File: config.mk
export PLATFORM = sky130hd
export DESIGN_NAME = sdram_init_seq
export DESIGN_NICKNAME = d
export VERILOG_FILES = /design/src/rtl/sdram_init_pkg.sv /design/src/rtl/sdram_mode_fix.sv /design/src/rtl/sdram_wait_timer.sv /design/src/rtl/sdram_init_seq.sv
export SDC_FILE = /design/constraint.sdc
export NUM_CORES = 1
export LEC_CHECK = 0
export ABC_AREA = 1
export CAP_MARGIN = 30
export CELL_PAD_IN_SITES_DETAIL_PLACEMENT = 0
export CELL_PAD_IN_SITES_GLOBAL_PLACEMENT = 1
export CORE_ASPECT_RATIO = 1.75
export CORE_MARGIN = 1.5
export CORE_UTILIZATION = 37
export DETAILED_ROUTE_END_ITERATION = 12
export GPL_TIMING_DRIVEN = 0
export HOLD_SLACK_MARGIN = 0.06
export PLACE_DENSITY_LB_ADDON = 0.1
export SLEW_MARGIN = 10
export SYNTH_ARGS = -nofsm -noshare
export SYNTH_HDL_FRONTEND = slang
export SYNTH_SLANG_ARGS = --single-unit
export TNS_END_PERCENT = 20
File: constraint.sdc
create_clock -name clk -period 2.85 [get_ports clk]
set_input_delay 0.57 -clock clk [delete_from_list [all_inputs] [get_ports clk]]
set_output_delay 0.57 -clock clk [all_outputs]
set_load 0.1 [all_outputs]
File: src/rtl/sdram_init_pkg.sv
package sdram_init_pkg;

  // Command codes packed as {cs_n, ras_n, cas_n, we_n}
  typedef enum logic [3:0] {
    CMD_LMR = 4'b0000,
    CMD_REF = 4'b0001,
    CMD_PRE = 4'b0010,
    CMD_NOP = 4'b0111
  } sdram_cmd_e;

  typedef enum logic [2:0] {
    ST_POWERUP   = 3'd0,
    ST_PRE_WAIT  = 3'd1,
    ST_REF1_WAIT = 3'd2,
    ST_REF2_WAIT = 3'd3,
    ST_MRD_WAIT  = 3'd4,
    ST_READY     = 3'd5
  } init_state_e;

  // Mode word field positions
  localparam int MR_CL_LSB  = 4;
  localparam int MR_CL_MSB  = 6;
  localparam int MR_OP_LSB  = 7;
  localparam int MR_OP_MSB  = 8;
  localparam int MR_RSV_LSB = 10;

  function automatic int max2(input int a, input int b);
    return (a > b) ? a : b;
  endfunction

endpackage

File: src/rtl/sdram_mode_fix.sv
module sdram_mode_fix
  import sdram_init_pkg::*;
#(
  parameter int MODE_W  = 13,
  parameter int SAFE_CL = 3
) (
  input  logic [MODE_W-1:0] mode_raw,
  output logic [MODE_W-1:0] mode_safe
);

  localparam int CL_W = MR_CL_MSB - MR_CL_LSB + 1;

  logic [CL_W-1:0] cl_fallback;
  logic [CL_W-1:0] cl_req;
  logic            cl_legal;

  generate
    if (SAFE_CL == 2) begin : g_fallback_cl2
      assign cl_fallback = CL_W'(2);
    end else begin : g_fallback_cl3
      assign cl_fallback = CL_W'(3);
    end
  endgenerate

  assign cl_req   = mode_raw[MR_CL_MSB:MR_CL_LSB];
  assign cl_legal = (cl_req == CL_W'(2)) || (cl_req == CL_W'(3));

  always_comb begin
    mode_safe = mode_raw;
    mode_safe[MR_OP_MSB:MR_OP_LSB]   = '0;
    mode_safe[MODE_W-1:MR_RSV_LSB]   = '0;
    if (!cl_legal) begin
      mode_safe[MR_CL_MSB:MR_CL_LSB] = cl_fallback;
    end
  end

endmodule

File: src/rtl/sdram_wait_timer.sv
module sdram_wait_timer #(
  parameter int CNT_W   = 8,
  parameter int RST_VAL = 100
) (
  input  logic             clk,
  input  logic             rst,
  input  logic             load,
  input  logic [CNT_W-1:0] load_val,
  output logic             expired
);

  logic [CNT_W-1:0] cnt_q;

  always_ff @(posedge clk) begin
    if (rst) begin
      cnt_q <= CNT_W'(RST_VAL);
    end else if (load) begin
      cnt_q <= load_val;
    end else if (cnt_q != '0) begin
      cnt_q <= cnt_q - 1'b1;
    end
  end

  assign expired = (cnt_q == '0);

endmodule

File: src/rtl/sdram_init_seq.sv
module sdram_init_seq
  import sdram_init_pkg::*;
#(
  parameter int ADDR_W    = 13,
  parameter int BA_W      = 2,
  parameter int AP_BIT    = 10,
  parameter int PWRUP_CYC = 12500,
  parameter int TRP_CYC   = 3,
  parameter int TRFC_CYC  = 9,
  parameter int TMRD_CYC  = 2,
  parameter int SAFE_CL   = 3
) (
  input  logic              clk,
  input  logic              rst,
  input  logic [ADDR_W-1:0] mode_cfg,
  output logic              cke,
  output logic              cs_n,
  output logic              ras_n,
  output logic              cas_n,
  output logic              we_n,
  output logic [ADDR_W-1:0] addr,
  output logic [BA_W-1:0]   ba,
  output logic              init_done
);

  localparam int MAX_WAIT = max2(max2(PWRUP_CYC, TRP_CYC), max2(TRFC_CYC, TMRD_CYC));
  localparam int CNT_W    = $clog2(MAX_WAIT + 1);

  init_state_e       st_q, st_d;
  sdram_cmd_e        cmd_q, cmd_d;
  logic [ADDR_W-1:0] addr_q, addr_d;
  logic              done_q, done_d;

  logic              tmr_load;
  logic [CNT_W-1:0]  tmr_val;
  logic              tmr_expired;
  logic [ADDR_W-1:0] mode_safe;

  sdram_mode_fix #(
    .MODE_W  (ADDR_W),
    .SAFE_CL (SAFE_CL)
  ) u_mode_fix (
    .mode_raw  (mode_cfg),
    .mode_safe (mode_safe)
  );

  sdram_wait_timer #(
    .CNT_W   (CNT_W),
    .RST_VAL (PWRUP_CYC)
  ) u_timer (
    .clk      (clk),
    .rst      (rst),
    .load     (tmr_load),
    .load_val (tmr_val),
    .expired  (tmr_expired)
  );

  always_comb begin
    st_d     = st_q;
    cmd_d    = CMD_NOP;
    addr_d   = '0;
    done_d   = done_q;
    tmr_load = 1'b0;
    tmr_val  = '0;
    unique case (st_q)
      ST_POWERUP: begin
        if (tmr_expired) begin
          cmd_d          = CMD_PRE;
          addr_d[AP_BIT] = 1'b1;
          st_d           = ST_PRE_WAIT;
          tmr_load       = 1'b1;
          tmr_val        = CNT_W'(TRP_CYC - 1);
        end
      end
      ST_PRE_WAIT: begin
        if (tmr_expired) begin
          cmd_d    = CMD_REF;
          st_d     = ST_REF1_WAIT;
          tmr_load = 1'b1;
          tmr_val  = CNT_W'(TRFC_CYC - 1);
        end
      end
      ST_REF1_WAIT: begin
        if (tmr_expired) begin
          cmd_d    = CMD_REF;
          st_d     = ST_REF2_WAIT;
          tmr_load = 1'b1;
          tmr_val  = CNT_W'(TRFC_CYC - 1);
        end
      end
      ST_REF2_WAIT: begin
        if (tmr_expired) begin
          cmd_d    = CMD_LMR;
          addr_d   = mode_safe;
          st_d     = ST_MRD_WAIT;
          tmr_load = 1'b1;
          tmr_val  = CNT_W'(TMRD_CYC - 1);
        end
      end
      ST_MRD_WAIT: begin
        if (tmr_expired) begin
          done_d = 1'b1;
          st_d   = ST_READY;
        end
      end
      ST_READY: begin
        done_d = 1'b1;
      end
      default: begin
        st_d = ST_POWERUP;
      end
    endcase
  end

  always_ff @(posedge clk) begin
    if (rst) begin
      st_q   <= ST_POWERUP;
      cmd_q  <= CMD_NOP;
      addr_q <= '0;
      done_q <= 1'b0;
    end else begin
      st_q   <= st_d;
      cmd_q  <= cmd_d;
      addr_q <= addr_d;
      done_q <= done_d;
    end
  end

  assign cke       = 1'b1;
  assign cs_n      = cmd_q[3];
  assign ras_n     = cmd_q[2];
  assign cas_n     = cmd_q[1];
  assign we_n      = cmd_q[0];
  assign addr      = addr_q;
  assign ba        = '0;
  assign init_done = done_q;

endmodule

* After elaboration in Yosys (flattened, before gate mapping)
Cells that the tools add are included.
** Operators by class
- Magnitude comparators :: 0
- Shift-type cells :: 0
- Multipliers :: 0
- Add/subtract/negate cells :: 1
- Reductions and logical operators :: 13
- Multiplexer cells :: 22
- Bitwise logic cells :: 4
- Equality and inequality tests :: 12
- Divide/modulo/power cells :: 0
** Operators by type and width (number)
- case mux 14 bit (3 select lines) :: 1
- 2-to-1 mux 14 bit :: 2
- 2-to-1 mux 3 bit :: 8
- case mux 3 bit (6 select lines) :: 1
- logical NOT 14 bit :: 1
- nonzero test 14 bit :: 1
- subtractor 14 x 1 -> 14 bit (second input constant) :: 1
- == test 3 x 2 -> 1 bit (second input constant) :: 4
- != test 2 bit (second input constant) :: 5
- case mux 3 bit (3 select lines) :: 1
- OR reduction 4 bit :: 2
- == test 3 bit (second input constant) :: 2
- AND reduction 6 bit :: 1
- 2-to-1 mux 1 bit :: 4
- 2-to-1 mux 2 bit :: 2
- 2-to-1 mux 4 bit :: 1
- NOT 1 bit :: 4
- case mux 1 bit (2 select lines) :: 2
- nonzero test 2 bit :: 2
- OR reduction 2 bit :: 2
- == test 3 x 1 -> 1 bit (second input constant) :: 1
- logical NOT 3 bit :: 1
- OR reduction 3 bit :: 1
- AND reduction 2 bit :: 1
- logical OR 1 bit :: 1
** Storage, ports and cells
- Register bits :: 35
- Input bits :: 15
- Memory bits (read-only) :: 0
- Latch bits :: 0
- Bits in writable memories :: 0
- Memories :: 0
- Logic and storage cells :: 60
- Output and inout bits :: 21

* Depth between registers and ports, before layout
Gate-level depths: netlist (run 1).
- Depth after elaboration :: 4
- Depth in mapped cells :: 10
- Mapped depth without buffers :: 9

* Modules after synthesis
Synthesis (run 1) repeated with hierarchy kept, for this count alone.
** Unflattened totals
- Cell total of the unflattened synthesis :: 252
- Area, all modules :: 1821.7 um^2
** Modules (own cells, without submodules)
- sdram_wait_timer :: instances 1, cells each 152, sequential area each 280.3 um^2, area each 996.0 um^2
- sdram_init_seq :: instances 1, cells each 83, sequential area each 400.4 um^2, area each 715.7 um^2
- sdram_mode_fix :: instances 1, cells each 17, sequential area each 0.0 um^2, area each 110.1 um^2

* Worst setup path after synthesis (run 1)
Ideal clock, no wire load.
- Path type :: reg-to-output
- Start :: register done_q, in the netlist init_done
- End :: output port init_done
- Setup slack :: 1.362 ns
- Required time :: 2.280 ns
- Data arrival time :: 0.918 ns
- Path buffers :: 0
- Stages on the path, launching flop included :: 1
- Cells stage by stage :: dfxtp_1
** RTL lines
- from (decl) :: RTL line sdram_init_seq.sv:32 : logic done_q, done_d;
- from (signal assigned) :: RTL line sdram_init_seq.sv:125 : done_q <= done_d;
- to (decl) :: RTL line sdram_init_seq.sv:23 : output logic init_done
No word-level cell between the ends.

* Worst setup path after layout (run 1)
- Start :: register done_q, in the netlist init_done
- End :: output port init_done
No word-level cell between the ends.

==> summary.md, run 1 <==
| Metric | Value |
|---|---|
| Pwr/cell area | 492.7 nW/um2 |
| Worst-case clock buffer depth | 2 |
| Final weighted congestion in routability-driven placement | 0.7591 |
| Xor and xnor fraction of the mapped netlist area | 0.6003% |
| Dominant combinational cell family by area after synthesis | simple AND/OR/NAND/NOR gates |
| Inserted Clock Buffers | 5 |
| Area share of the leading cell type in the synthesized netlist | 41.17% |
| Gate Count Post-Synth | 196 |
| Count of endpoints failing setup in the final report | 0 |
| Startpoint kind of the worst setup timing path | flop |
| Worst hold path stage count | 2 |
| Cell area after layout | 1857 um2 |
| Fraction of the mapped netlist area in compound gates | 3.688% |
| Final core area utilization | 48.50% |
| Proportion of synthesized chip area in sequential cells | 41.17% |
| Worst min-delay path startpoint | u_timer.cnt_q[13] |
| Count of yosys warnings during synthesis | 0 |
| Maximum level of the CTS H-tree | 2 |
| Final total negative setup slack | 0 ns |
| Leak | 0.9311 nW |
| Final Cycle Share | 81.20% |
| Largest fanout on the critical path | 2 |
| Tot GR Track Use | 16.52% |
| Total count of max-transition violations in the final report | 0 |
| Critical Path Max Stage Delay | 1.14 ns |
| DRC violation total after the first TritonRoute iteration | 28 |
| CP bufs+invs | 1 |
| Count of maximum capacitance violations | 0 |
| Clock tree from TritonCTS | built |
| Leading cell types by total area after synthesis | sky130_fd_sc_hd__dfxtp_1 41%, sky130_fd_sc_hd__nand2_1 11%, sky130_fd_sc_hd__inv_1 8.7%, sky130_fd_sc_hd__nand3_1 7.5%, sky130_fd_sc_hd__nor2_8 4.1% |
| Area share of and/or/nand/nor cells after synthesis | 38.94% |
| Insertion delay to the later sink of the worst-skew pair | 0.28 ns |
| Worst IR Drop VDD | 0.2789 mV |
| Number of buffers inserted by hold repair at cts | 0 |
| Initial core utilization | 38.10% |
| Diodes inserted | 0 |
| Distinct cells, synth | 26 |
| Clock-pin slew on the worst setup and hold paths | 0.06 ns |
| Wire length reported by the detailed router | 3168 um |
| Post-synthesis average cell area | 7.443 um2 |
| Layout cell share with drive strength beyond 1 | 15.02% |
| Number of clock sinks | 30 |
| Worst reg2reg path endpoint | u_timer.cnt_q[7] |
| Kind of cell adding the most delay to the critical path | buffers and inverters |
| Post-route ant nets | 0 |
| Root buffer selected by CTS | sky130_fd_sc_hd__clkbuf_8 |
| Relative slew slack | 34.61% |
| Min Tclk post-route | 2.314 ns |
| Unrepaired setup endpoints after global routing | no |
| CP arrival | 1.74 ns |
| Post_cts resized | 0 |
| Wire length of the first global-routing pass | 5444 um |
| Maximum clock skew at final layout | 0.003055 ns |
| Via count | 1284 |
| Type of the tightest min-delay check | flop to flop |
| Residual overflow from global routing | 0 |
| Horizontal die dimension | 50.47 um |
| Post-placement cell area | 1765 um2 |
| Pin count of the biggest net entering global routing | 11 |
| Cell taking the most area after synthesis | sky130_fd_sc_hd__dfxtp_1 |
| Slowest CP cell | sky130_fd_sc_hd__clkdlybuf4s50_1 |
| Setup repair bufs after CTS | 0 |
| Post-DP HPWL | 2478 um |
| End of the worst hold path | u_timer.cnt_q[13] |
| Via count of the first global-routing pass | 1217 |
| Number of antenna violations at the first check in global routing | 0 |
| DR WL/cell | 11.27 um |
| Highest clock frequency the design can meet | 432.1 MHz |
| Number of top-level pins | 36 |
| Slew @ Worst Pin | 0.9779 ns |
| Status | finished clean |
| Die Y | 86.07 um |
| Number of cell instances on the worst register-to-register path | 9 |
| Final number of hold-violating endpoints | 0 |
| Crit path cell chain | clkdlybuf4s50_1 |
| R2r startpoint | u_timer.cnt_q[0] |
| Final-stage net count | 248 |
| Syn Std Cell Area | 1459 um2 |
| IO buf count | 22 |
| Adder-cell share of the synthesized area | 0.8576% |
| Mux contribution to synthesized area | 0% |
| Kind of end point of the critical path | output port |
| Row count | 30 |
| Start-to-end type of the worst setup path | flop to output port |
| Area overhead of the layout relative to synthesis | 27.27% |
| Via/cell ratio | 4.569 |
| Endpoint required time on the critical path | 2.28 ns |
| 1st-pass router iterations | 4 |
| Die area | 4343 um2 |
| Number of register bits inferred by synthesis | 30 |
| DRC | 0 |
| Floorplan core area | 3829 um2 |
| Register-to-register path setup slack | 1.28 ns |
sequential cells by signal, summed over array words and instances, names as in the netlist:
register and cells:
addr 9, cmd_q 3, init_done 1, st_q 3, u_timer.cnt_q 14
metrics by stage:
stage	setup WS, ns	power, mW	instances	hold WS (ns)
floorplan	1.362	0.5437	203	0.4288
global placement	0.6881	0.5672	273	0.4387
detailed placement	0.7096	0.5690	273	0.4482
CTS	0.5187	0.9234	281	0.4628
global route	0.4809	0.9523	281	0.5114
finish	0.5357	0.9149	281	0.4615
routing by layer:
metal,up-vias,share of wire (%),GRT usage [%]
li1,656,-,-
met1,601,38,16.63
met2,22,57,30.50
met3,5,2.8,3.833
met4,0,1.6,8.600
met5,-,0,0
cell type report:
| class | instances | area (um2) |
|---|---|---|
| plain buffers | 11 | 80.08 |
| clock buffers | 7 | 86.33 |
| clock inverters | 1 | 5.005 |
| fillers | 433 | 1972 |
| inverters | 34 | 127.6 |
| multi-input cells | 128 | 676.9 |
| flip-flops and latches | 30 | 600.6 |
| well taps | 48 | 60.06 |
| repair buffers | 22 | 220.2 |
cells in the mapped netlist:
| library cell | instances |
|---|---|
| sky130_fd_sc_hd__nand2_4 | 2 |
| sky130_fd_sc_hd__conb_1 | 2 |
| sky130_fd_sc_hd__dfxtp_1 | 30 |
| sky130_fd_sc_hd__buf_6 | 1 |
| sky130_fd_sc_hd__nand3_1 | 22 |
| sky130_fd_sc_hd__ha_1 | 1 |
| sky130_fd_sc_hd__nor3b_1 | 1 |
| sky130_fd_sc_hd__xnor2_1 | 1 |
| sky130_fd_sc_hd__nand2_2 | 3 |
| sky130_fd_sc_hd__nand4_1 | 6 |
| sky130_fd_sc_hd__nor2_8 | 3 |
| sky130_fd_sc_hd__nor3_1 | 2 |
| sky130_fd_sc_hd__a21oi_1 | 5 |
| sky130_fd_sc_hd__a21oi_2 | 1 |
| sky130_fd_sc_hd__o21ai_1 | 1 |
| sky130_fd_sc_hd__clkbuf_1 | 1 |
| sky130_fd_sc_hd__nand3b_1 | 2 |
| sky130_fd_sc_hd__nor2_1 | 15 |
| sky130_fd_sc_hd__nor2_2 | 7 |
| sky130_fd_sc_hd__inv_1 | 34 |
| sky130_fd_sc_hd__o21ai_0 | 3 |
| sky130_fd_sc_hd__nand2_1 | 42 |
| sky130_fd_sc_hd__buf_2 | 1 |
| sky130_fd_sc_hd__nor2_4 | 1 |
| sky130_fd_sc_hd__nand3_4 | 1 |
| sky130_fd_sc_hd__buf_4 | 8 |
worst max path at each step:
stage	startpoint	end	slack [ns]	cells after the start
final	init_done	init_done	0.54	1
after global routing	init_done	init_done	0.48	1
after detailed placement	rst	u_timer.cnt_q[7]	0.71	4
after floorplan	init_done	init_done	1.36	0
after CTS	init_done	init_done	0.52	1
after global placement	rst	u_timer.cnt_q[6]	0.69	4
cells by family (layout without fill, tap and decap cells):
logic type / after synthesis / count (layout)
other cells: 2 / 9
fa+ha+maj: 1 / 1
buf+inv: 45 / 75
flops: 30 / 30
xor+xnor: 1 / 1
compound gates: 10 / 10
simple gates: 107 / 107
cells in the final DEF, fill, tap and decap left out, types with 5 or more instances in the layout:
master	netlist	routed
sky130_fd_sc_hd__dfxtp_1	30	30
sky130_fd_sc_hd__clkbuf_8	0	6
sky130_fd_sc_hd__conb_1	2	9
sky130_fd_sc_hd__nand3_1	22	22
sky130_fd_sc_hd__nand4_1	6	6
sky130_fd_sc_hd__inv_1	34	34
sky130_fd_sc_hd__nor2_2	7	7
sky130_fd_sc_hd__nand2_1	42	42
sky130_fd_sc_hd__buf_4	8	8
sky130_fd_sc_hd__nor2_1	15	15
sky130_fd_sc_hd__clkdlybuf4s50_1	0	22
sky130_fd_sc_hd__a21oi_1	5	5
report_power, final:
part	switching, mW	total, mW	leakage (nW)	internal [mW]
combinational	0.0863	0.123	0.639	0.0366
clock	0.161	0.355	0.0482	0.194
sequential	0.00806	0.437	0.244	0.429
total	0.255	0.915	0.931	0.660
Power figures use the tool's default switching activity.
==> run 2: changes to the inputs <==
CORE_UTILIZATION = 31   (was 37)
clock period = 1.9 ns   (was 2.85 ns; I/O delays follow)
==> run 2 against run 1 <==
Utilization fell by 7.3 points. Global-route usage shrank 0.76 points. Combinational power increased by 49%. Worst hold slack gained 0.0091 ns. Critical path depth stayed put. Setup slack lost 0.46 ns. Count of clock-buffer cells in the layout down 2. Via count shrank 0.93%. Design area fell by 1.3%. Clock skew rose by 0.0010 ns. Die area up 18%. Sequential cell count did not move.
==> summary.md, run 2 (synthesis gave the netlist of run 1 again) <==
| Metric | Value |
|---|---|
| Highest routed layer | met4 (unchanged) |
| Total met2 wirelength after detailed routing | 1760 um (was 1819 um) |
| Wire length reported by the detailed router | 3236 um (was 3168 um) |
| Post-DP HPWL | 2521 um (was 2478 um) |
| Tot GR Track Use | 15.76% (was 16.52%) |
| Cell area after layout | 1833 um2 (was 1857 um2) |
| Most used cells in the layout excluding fill and tap cells | 42 x sky130_fd_sc_hd__nand2_1, 34 x sky130_fd_sc_hd__inv_1, 30 x sky130_fd_sc_hd__dfxtp_1 (unchanged) |
| Count of maximum capacitance violations | 0 (unchanged) |
| Maximum clock skew at final layout | 0.004103 ns (was 0.003055 ns) |
| Clock tree from TritonCTS | built (unchanged) |
| DP Cell Count | 276 (was 273) |
| Via count | 1272 (was 1284) |
| Most common cell after layout, fill and taps aside | sky130_fd_sc_hd__nand2_1 (unchanged) |
| Highest clock frequency the design can meet | 546.9 MHz |
| Area overhead of the layout relative to synthesis | 25.64% (was 27.27%) |
| Kind of cell adding the most delay to the critical path | buffers and inverters (unchanged) |
| Type of the tightest min-delay check | flop to flop (unchanged) |
| Slew @ Worst Pin | 0.9687 ns (was 0.9779 ns) |
| Wire length of the first global-routing pass | 5844 um (was 5444 um) |
| DRC | 0 (unchanged) |
| R2r startpoint | u_timer.cnt_q[0] (unchanged) |
| Pwr/cell area | 722.5 nW/um2 (was 492.7 nW/um2) |
| Floorplan core area | 4444 um2 (was 3829 um2) |
| Count of endpoints failing setup in the final report | 0 (unchanged) |
| Die Y | 93.75 um (was 86.07 um) |
| Number of clock sinks | 30 (unchanged) |
| Row count | 32 (was 30) |
| Setup repair bufs after CTS | 0 (unchanged) |
| Detailed route wirelength on metal3 | 129 um (was 89 um) |
| Worst-case clock buffer depth | 2 (unchanged) |
| Final weighted congestion in routability-driven placement | 0.7351 (was 0.7591) |
| Startpoint kind of the worst setup timing path | flop (unchanged) |
| Worst min-delay path startpoint | u_timer.cnt_q[13] (unchanged) |
| Inserted Clock Buffers | 5 (unchanged) |
| Die area | 5143 um2 (was 4343 um2) |
| Unrepaired setup endpoints after global routing | no (unchanged) |
| Via count of the first global-routing pass | 1327 (was 1217) |
| Relative slew slack | 35.68% (was 34.61%) |
| M1 WL | 1255 um (was 1208 um) |
| Final Cycle Share | 96.24% |
| IO buf count | 22 (unchanged) |
| Final worst setup slack | 0.07139 ns (was 0.5357 ns) |
| Total count of max-transition violations in the final report | 0 (unchanged) |
| Insertion delay to the later sink of the worst-skew pair | 0.28 ns (about the same) |
| Pre-CTS setup slack | -0.1393 ns (was 0.7096 ns) |
| Sequential standard cell area | 600.6 um2 (unchanged) |
| CP bufs+invs | 1 (unchanged) |
| Fill count | 467 (was 433) |
| Area occupied by multi-input gates | 676.9 um2 (unchanged) |
| Maximum level of the CTS H-tree | 2 (unchanged) |
| Largest reg by FF count | u_timer.cnt_q (unchanged) |
| Leak | 0.9616 nW (was 0.9311 nW) |
| Status | finished clean (unchanged) |
| Root buffer selected by CTS | sky130_fd_sc_hd__clkbuf_8 (unchanged) |
| DRC violation total after the first TritonRoute iteration | 27 (was 28) |
| Crit path cell chain | dlygate4sd2_1 (was clkdlybuf4s50_1) |
| Start point of the critical path | cmd_q[2] (was init_done) |
| DR WL/cell | 11.43 um (was 11.27 um) |
| Residual overflow from global routing | 0 (unchanged) |
| CP arrival | 1.45 ns (was 1.74 ns) |
| Post-placement cell area | 1769 um2 (was 1765 um2) |
| Diodes inserted | 0 (unchanged) |
| Number of antenna violations at the first check in global routing | 0 (unchanged) |
| Layout cell share with drive strength beyond 1 | 15.09% (was 15.02%) |
| Critical Path Max Stage Delay | 0.85 ns (was 1.14 ns) |
| Number of buffers inserted by hold repair at cts | 0 (unchanged) |
| Worst hold margin | 0.4706 ns (was 0.4615 ns) |
| Via/cell ratio | 4.495 (was 4.569) |
| Post-route ant nets | 0 (unchanged) |
| Largest fanout on the critical path | 1 (was 2) |
| Min Tclk post-route | 1.829 ns |
| Clock-pin slew on the worst setup and hold paths | 0.07 ns (was 0.06 ns) |
| Final number of hold-violating endpoints | 0 (unchanged) |
| Final-stage net count | 248 (unchanged) |
| Number of top-level pins | 36 (unchanged) |
| Pin count of the biggest net entering global routing | 11 (unchanged) |
| Endpoint required time on the critical path | 1.52 ns (was 2.28 ns) |
| Cell Count, Final, Fillers Out | 283 (was 281) |
| Worst IR Drop VDD | 0.3604 mV (was 0.2789 mV) |
| Kind of end point of the critical path | output port (unchanged) |
| Slowest CP cell | sky130_fd_sc_hd__dlygate4sd2_1 (was sky130_fd_sc_hd__clkdlybuf4s50_1) |
| Start-to-end type of the worst setup path | flop to output port (unchanged) |
| 1st-pass router iterations | 4 (unchanged) |
| Horizontal die dimension | 54.86 um (was 50.47 um) |
| Final core area utilization | 41.24% (was 48.50%) |
| Number of flip-flops in the largest register | 14 (unchanged) |
| Initial core utilization | 32.83% (was 38.10%) |
==> run 2: cell count changes in the layout (fill, tap and decap cells not counted), sizes merged <==
cell / delta
clkbuf: -2
clkinv: +1
clkdlybuf4s15: +1
dlygate4sd2: +12
clkdlybuf4s50: -13
==> run 2: stage by stage <==
step	power, mW	setup TNS, ns
floorplan	0.8156	0
global placement	0.8527	-1.131
detailed placement	0.8539	-1.135
CTS	1.341	0
global route	1.386	0
finish	1.324	0
==> run 2: worst paths after layout <==
check	slack [ns]	cells past startpoint	end
worst max-delay path	0.07	1	ras_n
worst min-delay path	0.47	2	u_timer.cnt_q[13]
worst max register to register	0.31	9	u_timer.cnt_q[7]
worst min register to register	0.47	2	u_timer.cnt_q[13]
==> run 2: final cells by class <==
| cell class | instances | area share (%) |
|---|---|---|
| multi-input cells | 128 | 36.93 |
| flip-flops and latches | 30 | 32.76 |
| repair buffers | 22 | 11.19 |
| inverters | 34 | 6.962 |
| plain buffers | 11 | 4.369 |
| clock buffers | 5 | 3.754 |
| well taps | 51 | 3.481 |
| clock inverters | 2 | 0.5461 |
==> run 2: report_power, final <==
part / switching, mW / total (mW) / internal [mW] / leakage, nW
registers: 0.0125 / 0.656 / 0.643 / 0.244
logic: 0.129 / 0.183 / 0.0540 / 0.674
clock network: 0.240 / 0.486 / 0.245 / 0.0438
==> run 2: timing repair <==
item,CTS,global route
gates cloned,0,0
gates resized for setup,13,1
setup endpoints to repair,13,1
pin swaps,0,0
==> run 2: layer usage <==
layer  vias up  global-route usage, %
met2        29                  26.98
met1       572                  17.33
li1        663                      -
met4         0                  7.292
met3         8                  3.662
met5         -                      0
